--- config.mk ---
export PLATFORM = sky130hd
export DESIGN_NAME = bt_req_responder
export DESIGN_NICKNAME = d
export VERILOG_FILES = /design/src/rtl/bt_rsp_pkg.sv /design/src/rtl/bt_cap_reply.sv /design/src/rtl/bt_tag_ctr.sv /design/src/rtl/bt_reply_gate.sv /design/src/rtl/bt_req_responder.sv
export SDC_FILE = /design/constraint.sdc
export NUM_CORES = 1
export LEC_CHECK = 0
export ABC_AREA = 1
export BUFFER_PORTS_ARGS = -buffer_cell sky130_fd_sc_hd__buf_2
export CAP_MARGIN = 20
export CORE_MARGIN = 2
export CORE_UTILIZATION = 30
export DETAILED_ROUTE_END_ITERATION = 8
export GPL_ROUTABILITY_DRIVEN = 0
export MAX_ROUTING_LAYER = met4
export PLACE_DENSITY = 0.59
export SYNTH_ARGS = -nofsm -noshare
export SYNTH_HDL_FRONTEND = slang
export SYNTH_SLANG_ARGS = --single-unit
--- constraint.sdc ---
create_clock -name clk -period 1.97 [get_ports clk]
set_input_delay 0.394 -clock clk [delete_from_list [all_inputs] [get_ports clk]]
set_output_delay 0.394 -clock clk [all_outputs]
set_load 0.01 [all_outputs]
--- src/rtl/bt_rsp_pkg.sv ---
package bt_rsp_pkg;
  typedef enum logic [3:0] {
    ST_IDLE, ST_HDR, ST_EVAL, ST_LOCAL, ST_FWD,
    ST_RSEQ, ST_RSP, ST_FIN, ST_FERR, ST_DONE, ST_RDROP
  } bt_state_e;

  localparam logic [7:0] APP_FN       = 8'h06;
  localparam logic [7:0] CAP_QUERY    = 8'h36;
  localparam logic [7:0] CC_TOO_LONG  = 8'hCA;
  localparam int         CAP_BYTES    = 10;
  localparam int         ERR_BYTES    = 5;
  localparam int         MIN_FRAME    = 4;
endpackage

--- src/rtl/bt_cap_reply.sv ---
module bt_cap_reply #(
  parameter int IBUF_DEPTH = 64,
  parameter int OBUF_DEPTH = 64
) (
  input  logic [3:0] idx_i,
  input  logic [7:0] fn_i,
  input  logic [7:0] seq_i,
  input  logic [7:0] cmd_i,
  output logic [7:0] byte_o
);
  localparam int IB_CAP = (IBUF_DEPTH > 255) ? 255 : IBUF_DEPTH;
  localparam int OB_CAP = (OBUF_DEPTH > 255) ? 255 : OBUF_DEPTH;
  localparam logic [7:0] IB_BYTE = 8'(IB_CAP);
  localparam logic [7:0] OB_BYTE = 8'(OB_CAP);

  always_comb begin
    case (idx_i)
      4'd0:    byte_o = 8'd9;
      4'd1:    byte_o = fn_i | 8'h04;
      4'd2:    byte_o = seq_i;
      4'd3:    byte_o = cmd_i;
      4'd4:    byte_o = 8'h00;
      4'd5:    byte_o = 8'h01;
      4'd6:    byte_o = IB_BYTE;
      4'd7:    byte_o = OB_BYTE;
      4'd8:    byte_o = 8'd10;
      default: byte_o = 8'h00;
    endcase
  end
endmodule

--- src/rtl/bt_tag_ctr.sv ---
module bt_tag_ctr #(
  parameter int TAG_W = 8
) (
  input  logic             clk,
  input  logic             rst_n,
  input  logic             adv_i,
  input  logic [TAG_W-1:0] cmp_i,
  output logic [TAG_W-1:0] tag_o,
  output logic             match_o
);
  logic [TAG_W-1:0] tag_q, tag_n;

  always_comb begin
    tag_n = tag_q;
    if (adv_i) tag_n = tag_q + 1'b1;
  end

  always_ff @(posedge clk or negedge rst_n) begin
    if (!rst_n)     tag_q <= '0;
    else if (adv_i) tag_q <= tag_n;
  end

  assign tag_o   = tag_q;
  assign match_o = (cmp_i == tag_q);

  a_r6_tag_moves: assert property (@(posedge clk) disable iff (!rst_n)
    adv_i |=> (tag_o != $past(tag_o)));
endmodule

--- src/rtl/bt_reply_gate.sv ---
module bt_reply_gate (
  input  logic fire_i,
  input  logic irq_en_i,
  input  logic irq_pend_i,
  input  logic irq_gate_i,
  output logic busy_clr_o,
  output logic atn_set_o,
  output logic irq_req_o
);
  always_comb begin
    busy_clr_o = fire_i;
    atn_set_o  = fire_i;
    irq_req_o  = fire_i & irq_en_i & ~irq_pend_i & irq_gate_i;
  end
endmodule

--- src/rtl/bt_req_responder.sv ---
module bt_req_responder
  import bt_rsp_pkg::*;
#(
  parameter int IBUF_DEPTH = 64,
  parameter int OBUF_DEPTH = 64,
  parameter int LEN_W      = 8,
  parameter int TAG_W      = 8,
  localparam int IA_W      = $clog2(IBUF_DEPTH),
  localparam int OA_W      = $clog2(OBUF_DEPTH)
) (
  input  logic             clk,
  input  logic             rst_n,
  input  logic             attn_i,
  input  logic [LEN_W-1:0] in_len_i,
  output logic             in_clr_o,
  output logic [IA_W-1:0]  rq_addr_o,
  input  logic [7:0]       rq_data_i,
  output logic             ob_we_o,
  output logic [OA_W-1:0]  ob_addr_o,
  output logic [7:0]       ob_data_o,
  output logic             ob_len_we_o,
  output logic [LEN_W-1:0] ob_len_o,
  output logic             busy_clr_o,
  output logic             atn_set_o,
  output logic             irq_req_o,
  input  logic             irq_en_i,
  input  logic             irq_pend_i,
  input  logic             irq_gate_i,
  output logic             xq_valid_o,
  input  logic             xq_ready_i,
  output logic [7:0]       xq_data_o,
  output logic             xq_last_o,
  output logic [TAG_W-1:0] xq_tag_o,
  input  logic             xr_valid_i,
  output logic             xr_ready_o,
  input  logic [7:0]       xr_data_i,
  input  logic             xr_last_i,
  input  logic [TAG_W-1:0] xr_tag_i
);
  localparam logic [LEN_W-1:0] L_MIN     = LEN_W'(MIN_FRAME);
  localparam logic [LEN_W-1:0] L_IBUF    = LEN_W'(IBUF_DEPTH);
  localparam logic [LEN_W-1:0] L_IBUF_M1 = LEN_W'(IBUF_DEPTH - 1);
  localparam logic [LEN_W-1:0] L_RSP_MAX = LEN_W'(OBUF_DEPTH - 2);
  localparam logic [LEN_W-1:0] L_CAP_END = LEN_W'(CAP_BYTES - 1);
  localparam logic [LEN_W-1:0] L_CAP     = LEN_W'(CAP_BYTES);
  localparam logic [LEN_W-1:0] L_ERR     = LEN_W'(ERR_BYTES);
  localparam logic [LEN_W-1:0] L_SAT     = '1;
  localparam logic [LEN_W:0]   W_OBUF    = (LEN_W+1)'(OBUF_DEPTH);
  localparam logic [7:0]       FN_MATCH  = APP_FN << 2;

  bt_state_e        st, st_n;
  logic [LEN_W-1:0] pos, pos_n;
  logic [LEN_W-1:0] rcnt, rcnt_n;
  logic [7:0]       hdr [4];
  logic [7:0]       hdr_n [4];
  logic [7:0]       seq_q, seq_n;
  logic [LEN_W-1:0] olen_q, olen_n;
  logic             attn_pend, attn_pend_n;
  logic             start, tag_adv, tag_match, fire;
  logic [7:0]       cap_byte;
  logic [LEN_W-1:0] f_end;
  logic [LEN_W:0]   widx;

  bt_cap_reply #(.IBUF_DEPTH(IBUF_DEPTH), .OBUF_DEPTH(OBUF_DEPTH)) u_cap (
    .idx_i (pos[3:0]),
    .fn_i  (hdr[1]),
    .seq_i (hdr[2]),
    .cmd_i (hdr[3]),
    .byte_o(cap_byte)
  );

  bt_tag_ctr #(.TAG_W(TAG_W)) u_tag (
    .clk    (clk),
    .rst_n  (rst_n),
    .adv_i  (tag_adv),
    .cmp_i  (xr_tag_i),
    .tag_o  (xq_tag_o),
    .match_o(tag_match)
  );

  bt_reply_gate u_gate (
    .fire_i    (fire),
    .irq_en_i  (irq_en_i),
    .irq_pend_i(irq_pend_i),
    .irq_gate_i(irq_gate_i),
    .busy_clr_o(busy_clr_o),
    .atn_set_o (atn_set_o),
    .irq_req_o (irq_req_o)
  );

  assign f_end       = (in_len_i > L_IBUF) ? L_IBUF_M1 : (in_len_i - 1'b1);
  assign widx        = (rcnt == '0) ? (LEN_W+1)'(1) : ({1'b0, rcnt} + (LEN_W+1)'(2));
  assign start       = (st == ST_IDLE) && (attn_pend || attn_i);
  assign attn_pend_n = (attn_pend | attn_i) & ~start;
  assign rq_addr_o   = pos[IA_W-1:0];
  assign ob_len_o    = olen_q;

  always_comb begin
    st_n        = st;
    pos_n       = pos;
    rcnt_n      = rcnt;
    hdr_n       = hdr;
    seq_n       = seq_q;
    olen_n      = olen_q;
    ob_we_o     = 1'b0;
    ob_addr_o   = '0;
    ob_data_o   = '0;
    ob_len_we_o = 1'b0;
    in_clr_o    = 1'b0;
    xq_valid_o  = 1'b0;
    xq_data_o   = '0;
    xq_last_o   = 1'b0;
    xr_ready_o  = 1'b0;
    tag_adv     = 1'b0;
    fire        = 1'b0;
    case (st)
      ST_IDLE: begin
        if (start) begin
          if (in_len_i >= L_MIN) begin
            st_n  = ST_HDR;
            pos_n = '0;
          end
        end else if (xr_valid_i) begin
          if (tag_match) begin
            st_n    = ST_RSEQ;
            tag_adv = 1'b1;
          end else begin
            st_n = ST_RDROP;
          end
        end
      end
      ST_HDR: begin
        hdr_n[pos[1:0]] = rq_data_i;
        pos_n = pos + 1'b1;
        if (pos == LEN_W'(3)) st_n = ST_EVAL;
      end
      ST_EVAL: begin
        if (LEN_W'(hdr[0]) != (in_len_i - 1'b1)) begin
          in_clr_o = 1'b1;
          st_n     = ST_IDLE;
        end else if (hdr[1] == FN_MATCH && hdr[3] == CAP_QUERY) begin
          st_n  = ST_LOCAL;
          pos_n = '0;
        end else begin
          st_n  = ST_FWD;
          pos_n = LEN_W'(2);
          seq_n = hdr[2];
        end
      end
      ST_LOCAL: begin
        ob_we_o   = 1'b1;
        ob_addr_o = pos[OA_W-1:0];
        ob_data_o = cap_byte;
        pos_n     = pos + 1'b1;
        if (pos == L_CAP_END) begin
          olen_n = L_CAP;
          st_n   = ST_DONE;
        end
      end
      ST_FWD: begin
        xq_valid_o = 1'b1;
        xq_data_o  = (pos == LEN_W'(2)) ? hdr[1] : rq_data_i;
        xq_last_o  = (pos == f_end);
        if (xq_ready_i) begin
          pos_n = pos + 1'b1;
          if (pos == f_end) st_n = ST_IDLE;
        end
      end
      ST_RSEQ: begin
        ob_we_o   = 1'b1;
        ob_addr_o = OA_W'(2);
        ob_data_o = seq_q;
        rcnt_n    = '0;
        st_n      = ST_RSP;
      end
      ST_RSP: begin
        xr_ready_o = 1'b1;
        if (xr_valid_i) begin
          ob_we_o   = (widx < W_OBUF);
          ob_addr_o = widx[OA_W-1:0];
          ob_data_o = xr_data_i;
          if (rcnt != L_SAT) rcnt_n = rcnt + 1'b1;
          if (xr_last_i) st_n = ST_FIN;
        end
      end
      ST_FIN: begin
        ob_we_o   = 1'b1;
        ob_addr_o = '0;
        if (rcnt > L_RSP_MAX) begin
          ob_data_o = 8'd4;
          st_n      = ST_FERR;
        end else begin
          ob_data_o = 8'(rcnt + 1'b1);
          olen_n    = rcnt + LEN_W'(2);
          st_n      = ST_DONE;
        end
      end
      ST_FERR: begin
        ob_we_o   = 1'b1;
        ob_addr_o = OA_W'(4);
        ob_data_o = CC_TOO_LONG;
        olen_n    = L_ERR;
        st_n      = ST_DONE;
      end
      ST_DONE: begin
        ob_len_we_o = 1'b1;
        fire        = 1'b1;
        st_n        = ST_IDLE;
      end
      ST_RDROP: begin
        xr_ready_o = 1'b1;
        if (xr_valid_i && xr_last_i) st_n = ST_IDLE;
      end
      default: st_n = ST_IDLE;
    endcase
  end

  always_ff @(posedge clk or negedge rst_n) begin
    if (!rst_n) begin
      st        <= ST_IDLE;
      pos       <= '0;
      rcnt      <= '0;
      seq_q     <= '0;
      olen_q    <= '0;
      attn_pend <= 1'b0;
      for (int i = 0; i < 4; i++) hdr[i] <= '0;
    end else begin
      st        <= st_n;
      pos       <= pos_n;
      rcnt      <= rcnt_n;
      seq_q     <= seq_n;
      olen_q    <= olen_n;
      attn_pend <= attn_pend_n;
      hdr       <= hdr_n;
    end
  end

  a_r2_clr_without_reply: assert property (@(posedge clk) disable iff (!rst_n)
    in_clr_o |-> (!busy_clr_o && !xq_valid_o && !ob_we_o));

  a_r3_local_no_stream: assert property (@(posedge clk) disable iff (!rst_n)
    (st == ST_LOCAL) |-> !xq_valid_o);

  a_r4_stream_hold: assert property (@(posedge clk) disable iff (!rst_n)
    (xq_valid_o && !xq_ready_i) |=> (xq_valid_o && $stable(xq_data_o)
                                     && $stable(xq_last_o) && $stable(xq_tag_o)));

  a_r5_drop_keeps_tag: assert property (@(posedge clk) disable iff (!rst_n)
    (st == ST_RDROP) |=> $stable(xq_tag_o));

  a_r5_drop_no_write: assert property (@(posedge clk) disable iff (!rst_n)
    (st == ST_RDROP) |-> (!ob_we_o && !ob_len_we_o));

  a_r8_irq_terms: assert property (@(posedge clk) disable iff (!rst_n)
    irq_req_o |-> (ob_len_we_o && irq_en_i && irq_gate_i && !irq_pend_i));

  a_r8_reply_pulses: assert property (@(posedge clk) disable iff (!rst_n)
    ob_len_we_o |-> (busy_clr_o && atn_set_o));
endmodule

==> results of run 1 <==
[worst reg2reg max path, stage by stage (launching register included)]
cell and delay [ps]:
dfrtp_1 440, inv_2 90, nor2_4 200, inv_2 80
nor2_4 190, o21ai_0 120, a211oi_1 230, nand2_2 170
buf_12 180, nand2_1 70, o21ai_2 50
[routing by layer]
metal  vias to the layer above  GRT usage [%]  wire [um]
li1                       2758              -          -
met1                      2662           25.1       7950
met2                       195           33.2       8700
met3                        40           4.72       1060
met4                         0           5.79        454
met5                         -              -          0
[synthesized netlist by cell type, types with 4 or more instances]
cell	count	share of area [%]
o21ai_1	9	0.89
nand3_1	44	4.4
nor2_2	7	0.87
inv_1	100	7.4
nand2_1	186	14
a21oi_1	16	1.6
nor4_1	4	0.50
xor2_1	23	4.0
xnor2_1	8	1.4
o22ai_1	12	1.5
nor3_1	13	1.3
o21ai_0	58	5.8
clkbuf_1	10	0.75
ha_1	11	2.7
o2111ai_1	5	0.87
dfrtp_1	77	38
a221oi_1	4	0.70
nand4_1	10	1.2
nor2_1	58	4.3
o211ai_1	6	0.89
o21ai_2	6	1.0
buf_4	9	1.3
[cell usage in the layout, fill, tap and decap left out, types with 6 or more instances in the layout]
cell type,Yosys,layout
nand4_1,10,10
ha_4,0,8
nand3_2,1,6
nand2_1,186,157
nand2_2,1,24
inv_1,100,73
nand2_4,0,6
clkbuf_16,0,10
buf_2,2,88
nor2_2,7,9
buf_6,1,21
o21ai_0,58,44
buf_4,9,124
a21oi_1,16,13
inv_2,0,15
o22ai_1,12,6
o21ai_1,9,12
dfrtp_1,77,70
nor3_1,13,7
o211ai_1,6,6
nand3_1,44,36
xor2_1,23,19
xnor2_1,8,7
nor2_1,58,37
dfrtp_2,0,7
nor2_4,1,20
o21ai_2,6,14
inv_4,0,11
[state kept, by name, indices dropped and copies added (netlist names)]
name	cells
hdr	32
attn_pend	1
ob_len_o	8
pos	8
st	4
seq_q	8
rcnt	8
u_tag.tag_o	8
[logic make-up after synthesis]
logic type | synth area share, %
adder cells (fa/ha/maj) | 2.73
XOR/XNOR | 5.39
flip-flops | 38.2
AND/OR/NAND/NOR | 28.4
buffers and inverters | 10.0
multiplexers | 0.223
AO/OA/AOI/OAI | 15.0
[layout make-up]
class                           count  area, sq um  share of cell area (%)
Clock buffer                       13          270                    3.35
Clock inverter                      3         42.5                   0.527
Inverter                          101          414                    5.13
Multi-Input combinational cell    504         3410                    42.2
Sequential cell                    77         1940                    24.0
Tap cell                          220          275                    3.41
Timing Repair Buffer              240         1730                    21.4
[stage by stage]
stage	setup WS [ps]	hold slack, ps	TNS, ps	cell area [sq um]
after floorplan	-76.0	98.4	-103	5080
final	-360	324	-7080	8080
after global placement	-325	293	-5900	6450
after CTS	-329	309	-5320	7460
after detailed placement	-363	295	-6190	6450
after global routing	-456	318	-9750	8080
[worst paths after layout]
path                                   from  cells after the start        endpoint  slack (ps)
worst min register to register  ob_len_o[6]                      2     ob_len_o[6]         480
worst max-delay path                rcnt[1]                      9    ob_data_o[2]        -360
min in group asynchronous             rst_n                      2  u_tag.tag_o[0]         470
max in group asynchronous             rst_n                      3         rcnt[1]         970
worst min-delay path                 attn_i                      3       attn_pend         320
worst max register to register        st[2]                     10          pos[4]          30
[timing repair]
item                                    CTS  global route
gates resized for setup                 133           114
pin swaps                                32            47
buffers inserted                         28            26
gates cloned                              2             2
endpoints found under the setup margin   30            61
hold buffers                              1             0
endpoints found under the hold margin    16             0
[power groups by stage]
stage	Combinational [uW]	Sequential (uW)	Clock, uW
final	5230	2620	1740
after detailed placement	3610	2520	0
after floorplan	2170	2450	0
after global routing	5730	2680	1840
after CTS	4430	2560	1780
after global placement	3580	2510	0
==> impl_metrics.tcl, run 1 <==
set metrics [dict create \
    fin_skew_ps 8.49 \
    max_freq_ghz 0.429 \
    start_util_pct 30.5 \
    layout-drive-gt1-share_pct 45.1 \
    path_class "reg -> out" \
    insertion_delay_ps 350 \
    arrival_ps 1940 \
    nFillCells 1569 \
    cts.sinks 77 \
    io-pin-count 94 \
    combPwrFrac_pct 54.5 \
    intPower_uw 5530 \
    swShare_pct 42.3 \
    cp_common_cell "buf_4" \
    cts_root_buffer "clkbuf_16" \
    p_leak_uw 0.00401 \
    core_sq_um 16500 \
    ant_nets 0 \
    htreeDepth 3 \
    pwr-share-clk_pct 18.1 \
    drc 0 \
    p_sw_uw 4070 \
    die_w_um 134 \
    setup_viol 26 \
    setup_slack_ps -360 \
    ys_seq_area_share_pct 38.2 \
    seq_power_share_pct 27.3 \
    netlist_area_sq_um 5040 \
    hp-class "in -> reg" \
    wl_per_cell_um 15.7 \
    rows 47 \
    cts_inserted_buffers 9 \
    fin_cells 1158 \
    dr.pass1.iters 5 \
    crit_path_max_incr_delay_ps 460 \
    area_growth_pct 60.3 \
    synth-async-reset-ratio_pct 100 \
    via_count 5655 \
    grt_overflow 0 \
    status "complete, but fails checks" \
    synthDistinctLibCells 41 \
    portBuffers 93 \
    final_max_slew_viol_count 0 \
    crit_chain "buf_4 > ha_1 > inv_1 > nand2_1 > nand2_2 > buf_4 > nor2_1 > o2111ai_2 > buf_2" \
    cp-end-kind "output pin" \
    synth-edff-count 0 \
    dieArea_sq_um 17800 \
    power_uw 9600 \
    avgSynthCellArea_sq_um 7.17 \
    synth_seq_cells 77 \
    post-route-util_pct 48.9 \
    start_kind "flip-flop" \
    grt_pass1_vias 5456 \
    finalHoldViolations 0 \
    failed_checks "negative setup slack" \
    power_density_nw_per_um2 1190 \
    tritoncts "built" \
    worst_slew_pin_slew_ps 389 \
    routed_wl_mm 18.2 \
    ir_drop_uv 631 \
    syn_nets 755 \
    cp.required_ps 1580 \
    cp_slowest_cell "dfrtp_2" \
    critPathBufInv 4 \
    netlist_instances 703 \
    crit_path_max_fanout 4 \
    cpLargestDelayFamily "buffers and inverters" \
    grtUsageTotal_pct 20.3 \
    dr.first_iter.drc_count 399 \
    final_nets 985 \
    synth_flop_cell "dfrtp_1" \
    dp.cells 1091 \
    rsz0062_at_grt "yes" \
    fin_crit_sh_pct 118 \
    clockBufferDepth 2 \
    viasPerCell 4.88 \
    cap_violations 0 \
    yosysWarnings 0 \
    grt_pass1_wl_mm 27.7 \
    diodes 0 \
    dp_hpwl_mm 12.5 \
    antenna_found_initial 0 \
    period_minus_slack_ps 2330 \
    path_clk_slew_ps 60 \
    die-height_um 134 \
    slew_headroom_pct 73.9 \
    grt_max_degree 30 \
]
No activity file was read; power rests on OpenSTA's default activity.
==> inputs of run 2 (changes only) <==
--- a/config.mk
+++ b/config.mk
@@ -9,11 +9,11 @@
 export BUFFER_PORTS_ARGS = -buffer_cell sky130_fd_sc_hd__buf_2
 export CAP_MARGIN = 20
 export CORE_MARGIN = 2
-export CORE_UTILIZATION = 30
+export CORE_UTILIZATION = 29
 export DETAILED_ROUTE_END_ITERATION = 8
 export GPL_ROUTABILITY_DRIVEN = 0
 export MAX_ROUTING_LAYER = met4
-export PLACE_DENSITY = 0.59
+export PLACE_DENSITY = 0.58
 export SYNTH_ARGS = -nofsm -noshare
 export SYNTH_HDL_FRONTEND = slang
 export SYNTH_SLANG_ARGS = --single-unit
==> constraint.sdc (replaced) <==
create_clock -name clk -period 1.97 [get_ports clk]
set_input_delay 0.197 -clock clk [delete_from_list [all_inputs] [get_ports clk]]
set_output_delay 0.197 -clock clk [all_outputs]
set_load 0.01 [all_outputs]
==> run 2 against run 1 <==
The flow still finishes with violations (negative setup slack). Worst setup slack better by 140 ps. First-iteration DRC count is 6.0% lower. Die area is 3.3% higher. Total power is 9.7% lower. Flip-flop and latch count stayed put. Via count is 3.2% lower. Utilization is 5.8 points lower. Global-route usage is 1.7 points lower. Cell count is 3.1% lower. Register-to-register slack better by 90 ps. Sequential share of layout area is 2.3 points higher. Fmax is 6.4% higher. Largest cell class unchanged.
==> impl_metrics.tcl, run 2 (synthesized netlist as in run 1, its figures left out) <==
set metrics [dict create \
    status "complete, but fails checks" \
    failed_checks "negative setup slack" \
    path_clk_slew_ps 60 \
    slew_headroom_pct 67.9 \
    fin_skew_ps 6.53 \
    rrSetupSlack_ps 120 \
    top_register "hdr" \
    rsz0062_at_grt "yes" \
    p_leak_uw 0.00371 \
    grt_pass1_wl_mm 25.8 \
    io-pin-count 94 \
    die_w_um 136 \
    dr.pass1.iters 6 \
    period_minus_slack_ps 2190 \
    dr.first_iter.drc_count 375 \
    arrival_ps 1990 \
    cp-end-kind "output pin" \
    crit_path_max_fanout 4 \
    core_sq_um 17100 \
    setup_slack_ps -220 \
    tritoncts "built" \
    pwr-share-clk_pct 18.8 \
    mostFrequentLayoutCell "nand2_1" \
    layout_common_cells "nand2_1, buf_4, buf_2, inv_1, dfrtp_1" \
    final_max_slew_viol_count 0 \
    finalSetupTns_ps -1680 \
    dieArea_sq_um 18400 \
    layout-drive-gt1-share_pct 38.4 \
    largest_reg_flops 32 \
    insertion_delay_ps 350 \
    grt_max_degree 32 \
    ant_nets 0 \
    cp.required_ps 1770 \
    worst_slew_pin_slew_ps 478 \
    die-height_um 136 \
    p_sw_uw 3690 \
    start_kind "flip-flop" \
    grt_pass1_vias 5093 \
    hp-class "in -> reg" \
    swShare_pct 42.6 \
    pre_cts_ws_ps -145 \
    clockBufferDepth 2 \
    cts.sinks 77 \
    cap_violations 0 \
    final_nets 945 \
    area_growth_pct 46.3 \
    seq_power_share_pct 30.0 \
    cpLargestDelayFamily "simple AND/OR/NAND/NOR gates" \
    finalHoldViolations 0 \
    start_util_pct 29.4 \
    htreeDepth 3 \
    cts_root_buffer "clkbuf_16" \
    portBuffers 93 \
    grt_overflow 0 \
    crit_path_max_incr_delay_ps 440 \
    viasPerCell 4.88 \
    path_class "reg -> out" \
    via_count 5474 \
    critPathBufInv 3 \
    crit_chain "nor2_4 > inv_1 > nor2_4 > buf_6 > nand2_1 > o2111ai_1 > nand2_1 > o211ai_1 > buf_2" \
    power_density_nw_per_um2 1180 \
    drc 0 \
    hold_ws_ps 118 \
    dp_hpwl_mm 12.4 \
    grtUsageTotal_pct 18.6 \
    routed_wl_mm 16.6 \
    antenna_found_initial 0 \
    max_freq_ghz 0.457 \
    power_uw 8660 \
    rows 48 \
    intPower_uw 4970 \
    ir_drop_uv 661 \
    diodes 0 \
    combPwrFrac_pct 51.1 \
    cp_slowest_cell "dfrtp_2" \
    fin_crit_sh_pct 111 \
    setup_viol 22 \
    cts_inserted_buffers 9 \
    wl_per_cell_um 14.8 \
]
==> run 2: layout make-up <==
| cell class | instances | area [sq um] |
|---|---|---|
| Sequential cell | 77 | 1940 |
| Clock buffer | 10 | 229 |
| Multi-Input combinational cell | 503 | 3100 |
| Clock inverter | 5 | 52.6 |
| Inverter | 101 | 397 |
| Timing Repair Buffer | 201 | 1370 |
| Tap cell | 225 | 282 |
| Fill cell | 1691 | 9750 |
==> run 2: tightest hold or removal path, stage by stage <==
cell	delay [ps]
buf_2	80
nor2_1	60
nor2_1	90
==> run 2: metal layers <==
| metal | vias to the layer above | GRT usage, % | part of all wire [%] |
|---|---|---|---|
| met3 | 28 | 3.62 | 5.4 |
| li1 | 2683 | - | - |
| met4 | 0 | 5.50 | 2.0 |
| met2 | 162 | 30.4 | 49 |
| met1 | 2601 | 23.5 | 44 |
| met5 | - | - | 0 |
==> run 2: power by group through the flow <==
stage / Combinational (uW) / Sequential (uW) / Clock [uW]
after floorplan: 2150 / 2450 / 0
after global placement: 3380 / 2530 / 0
after detailed placement: 3410 / 2530 / 0
after CTS: 3930 / 2540 / 1660
after global routing: 4870 / 2670 / 1730
final: 4430 / 2600 / 1630
==> run 2: final timing paths <==
| path | endpoint | from | cells after the start |
|---|---|---|---|
| max in group asynchronous | rcnt[1] | rst_n | 3 |
| min in group asynchronous | u_tag.tag_o[0] | rst_n | 2 |
| hold reg to reg | hdr[14] | hdr[14] | 2 |
| setup reg to reg | pos[7] | pos[0] | 12 |
| setup / recovery | ob_data_o[3] | pos[2] | 9 |
| hold / removal | attn_pend | attn_i | 3 |
==> run 2: what timing repair did <==
| item | CTS | global route |
|---|---|---|
| endpoints found under the setup margin | 25 | 34 |
| endpoints found under the hold margin | 24 | 0 |
| pin swaps | 17 | 34 |
| hold buffers | 1 | 0 |
| buffers inserted | 24 | 13 |
| gates resized for setup | 83 | 94 |
| gates cloned | 1 | 1 |
==> run 2: stage by stage <==
stage | std cells | utilization (%) | instance area [sq um]
2_1_floorplan | 703 | - | 5040
3_3_place_gp | 1068 | 36.2 | 6190
3_5_place_dp | 1068 | 36.2 | 6190
4_1_cts | 1109 | 40.8 | 6980
5_1_grt | 1122 | 43.1 | 7370
6_report | 1122 | 43.1 | 7370
==> inputs of run 3 (changes only) <==
--- a/config.mk
+++ b/config.mk
@@ -6,14 +6,14 @@
 export NUM_CORES = 1
 export LEC_CHECK = 0
 export ABC_AREA = 1
-export BUFFER_PORTS_ARGS = -buffer_cell sky130_fd_sc_hd__buf_2
+export BUFFER_PORTS_ARGS = -buffer_cell sky130_fd_sc_hd__buf_4
 export CAP_MARGIN = 20
 export CORE_MARGIN = 2
-export CORE_UTILIZATION = 29
+export CORE_UTILIZATION = 51
 export DETAILED_ROUTE_END_ITERATION = 8
 export GPL_ROUTABILITY_DRIVEN = 0
 export MAX_ROUTING_LAYER = met4
-export PLACE_DENSITY = 0.58
+export PLACE_DENSITY = 0.86
 export SYNTH_ARGS = -nofsm -noshare
 export SYNTH_HDL_FRONTEND = slang
 export SYNTH_SLANG_ARGS = --single-unit
==> run 3 against run 2 <==
The run still ends with negative setup slack left. Total power grew 4.7%. Utilization is 33 points higher. Routed wire length rose by 18%. Register-to-register slack got worse by 210 ps. Combinational power is 12% higher. Global-route usage rose by 15 points. Fmax shrank 2.6%. Clock power is 11% lower. Sequential power increased by 2%. Clock-buffer cell count is 1 lower. Cell area grew 0.10%. Non-clock buffer count decreased by 11.
==> impl_metrics.tcl, run 3 (synthesized netlist as in run 1, its figures left out) <==
set metrics [dict create \
    status "complete, but fails checks" \
    failed_checks "negative setup slack" \
    dp_hpwl_mm 11.0 \
    grt_pass1_wl_mm 26.5 \
    largest_reg_flops 32 \
    worst_slew_pin_slew_ps 496 \
    power_uw 9070 \
    dr.pass1.iters 5 \
    layout-drive-gt1-share_pct 38.1 \
    routed_wl_mm 19.6 \
    clockBufferDepth 2 \
    ant_nets 0 \
    rsz0062_at_grt "yes" \
    cap_violations 0 \
    cp.required_ps 1770 \
    met2_usage_pct 52.6 \
    grt_pass1_vias 5447 \
    power_density_nw_per_um2 1230 \
    core_sq_um 9680 \
    ir_drop_uv 677 \
    register_area_sq_um 1940 \
    mostFrequentLayoutCell "buf_4" \
    setup_slack_ps -280 \
    grt_max_degree 42 \
    multi_input_area_sq_um 3130 \
    diodes 0 \
    layout_common_cells "buf_4, nand2_1, inv_1, dfrtp_1, o21ai_0" \
    max_freq_ghz 0.445 \
    top_usage_layer "met2" \
    cp-end-kind "output pin" \
    arrival_ps 2050 \
    dieArea_sq_um 10700 \
    period_minus_slack_ps 2250 \
    p_leak_uw 0.00369 \
    final_nets 934 \
    nFillCells 610 \
    finalSetupTns_ps -4330 \
    rows 36 \
    fin_skew_ps 26.5 \
    grt_use_met1_pct 39.9 \
    cts_root_buffer "clkbuf_8" \
    met3_usage_pct 5.85 \
    wl_per_cell_um 19.2 \
    area_growth_pct 46.4 \
    crit_path_max_fanout 4 \
    setup_viol 28 \
    final_max_slew_viol_count 0 \
    slew_headroom_pct 67.0 \
    grtUsageTotal_pct 33.2 \
    cts_inserted_buffers 9 \
    portBuffers 93 \
    die_w_um 103 \
    insertion_delay_ps 390 \
    viasPerCell 6.08 \
    antenna_found_initial 0 \
    start_util_pct 52.0 \
    grt_overflow 0 \
    top_register "hdr" \
    hp-class "in -> reg" \
    finalHoldViolations 0 \
    fin_crit_sh_pct 114 \
    io-pin-count 94 \
    start_kind "flip-flop" \
    tritoncts "built" \
    rrSetupSlack_ps -90 \
    cts.sinks 77 \
    htreeDepth 3 \
    path_class "reg -> out" \
    drc 0 \
    die-height_um 103 \
    path_clk_slew_ps 110 \
    via_count 6203 \
    dr.first_iter.drc_count 704 \
]
-- run 3: cell type report --
class / instances / area share [%]
Tap cell: 133 / 2.26
Multi-Input combinational cell: 503 / 42.4
Inverter: 101 / 5.41
Timing Repair Buffer: 190 / 20.6
Clock buffer: 9 / 1.68
Sequential cell: 77 / 26.3
Clock inverter: 7 / 1.42
-- run 3: power by group --
group | internal (uW) | leakage (uW) | total [uW] | switching [uW]
Clock | 736 | 0.000113 | 1450 | 716
Sequential | 2120 | 0.000940 | 2650 | 527
Combinational | 2050 | 0.00264 | 4980 | 2920
-- run 3: path summary, 6_finish.rpt --
path | startpoint | endpoint | cells past startpoint
max | rcnt[1] | ob_data_o[4] | 7
min | attn_i | attn_pend | 3
max reg2reg | rcnt[5] | st[0] | 12
min reg2reg | hdr[13] | hdr[13] | 2
max in group asynchronous | rst_n | pos[1] | 3
min in group asynchronous | rst_n | rcnt[5] | 2
-- run 3: timing repair --
item                       4_1_cts  5_1_grt
setup endpoints to repair       28       53
cloned                           0        1
hold buffers                     1        0
buffers inserted                23       15
gates resized for setup        101       81
hold endpoints to repair        36        0
pin swaps                       27       32
-- run 3: routing by layer --
| metal | part of all wire [%] | vias up | wire, um |
|---|---|---|---|
| li1 | - | 2656 | - |
| met1 | 36 | 2836 | 6970 |
| met2 | 45 | 554 | 8850 |
| met3 | 11 | 157 | 2240 |
| met4 | 7.8 | 0 | 1530 |
| met5 | 0 | - | 0 |
-- run 3: through the flow --
step / util, % / setup WS, ps / cell area, sq um / cells / hold slack [ps]
after floorplan: - / 152 / 5040 / 703 / -98.6
after global placement: 64.5 / -80.7 / 6240 / 966 / 193
after detailed placement: 64.5 / -174 / 6240 / 966 / 195
after CTS: 72.2 / -90.2 / 6990 / 1005 / 97.4
after global routing: 76.2 / -303 / 7380 / 1020 / 134
final: 76.2 / -280 / 7380 / 1020 / 122
-- run 3: worst max-delay path, cell delays in order (launching register included) --
cell      delay, ps
dfrtp_2         470
buf_4           160
ha_2            200
nand2_2         110
xor2_1          240
inv_1           150
o211ai_1        190
buf_4           150
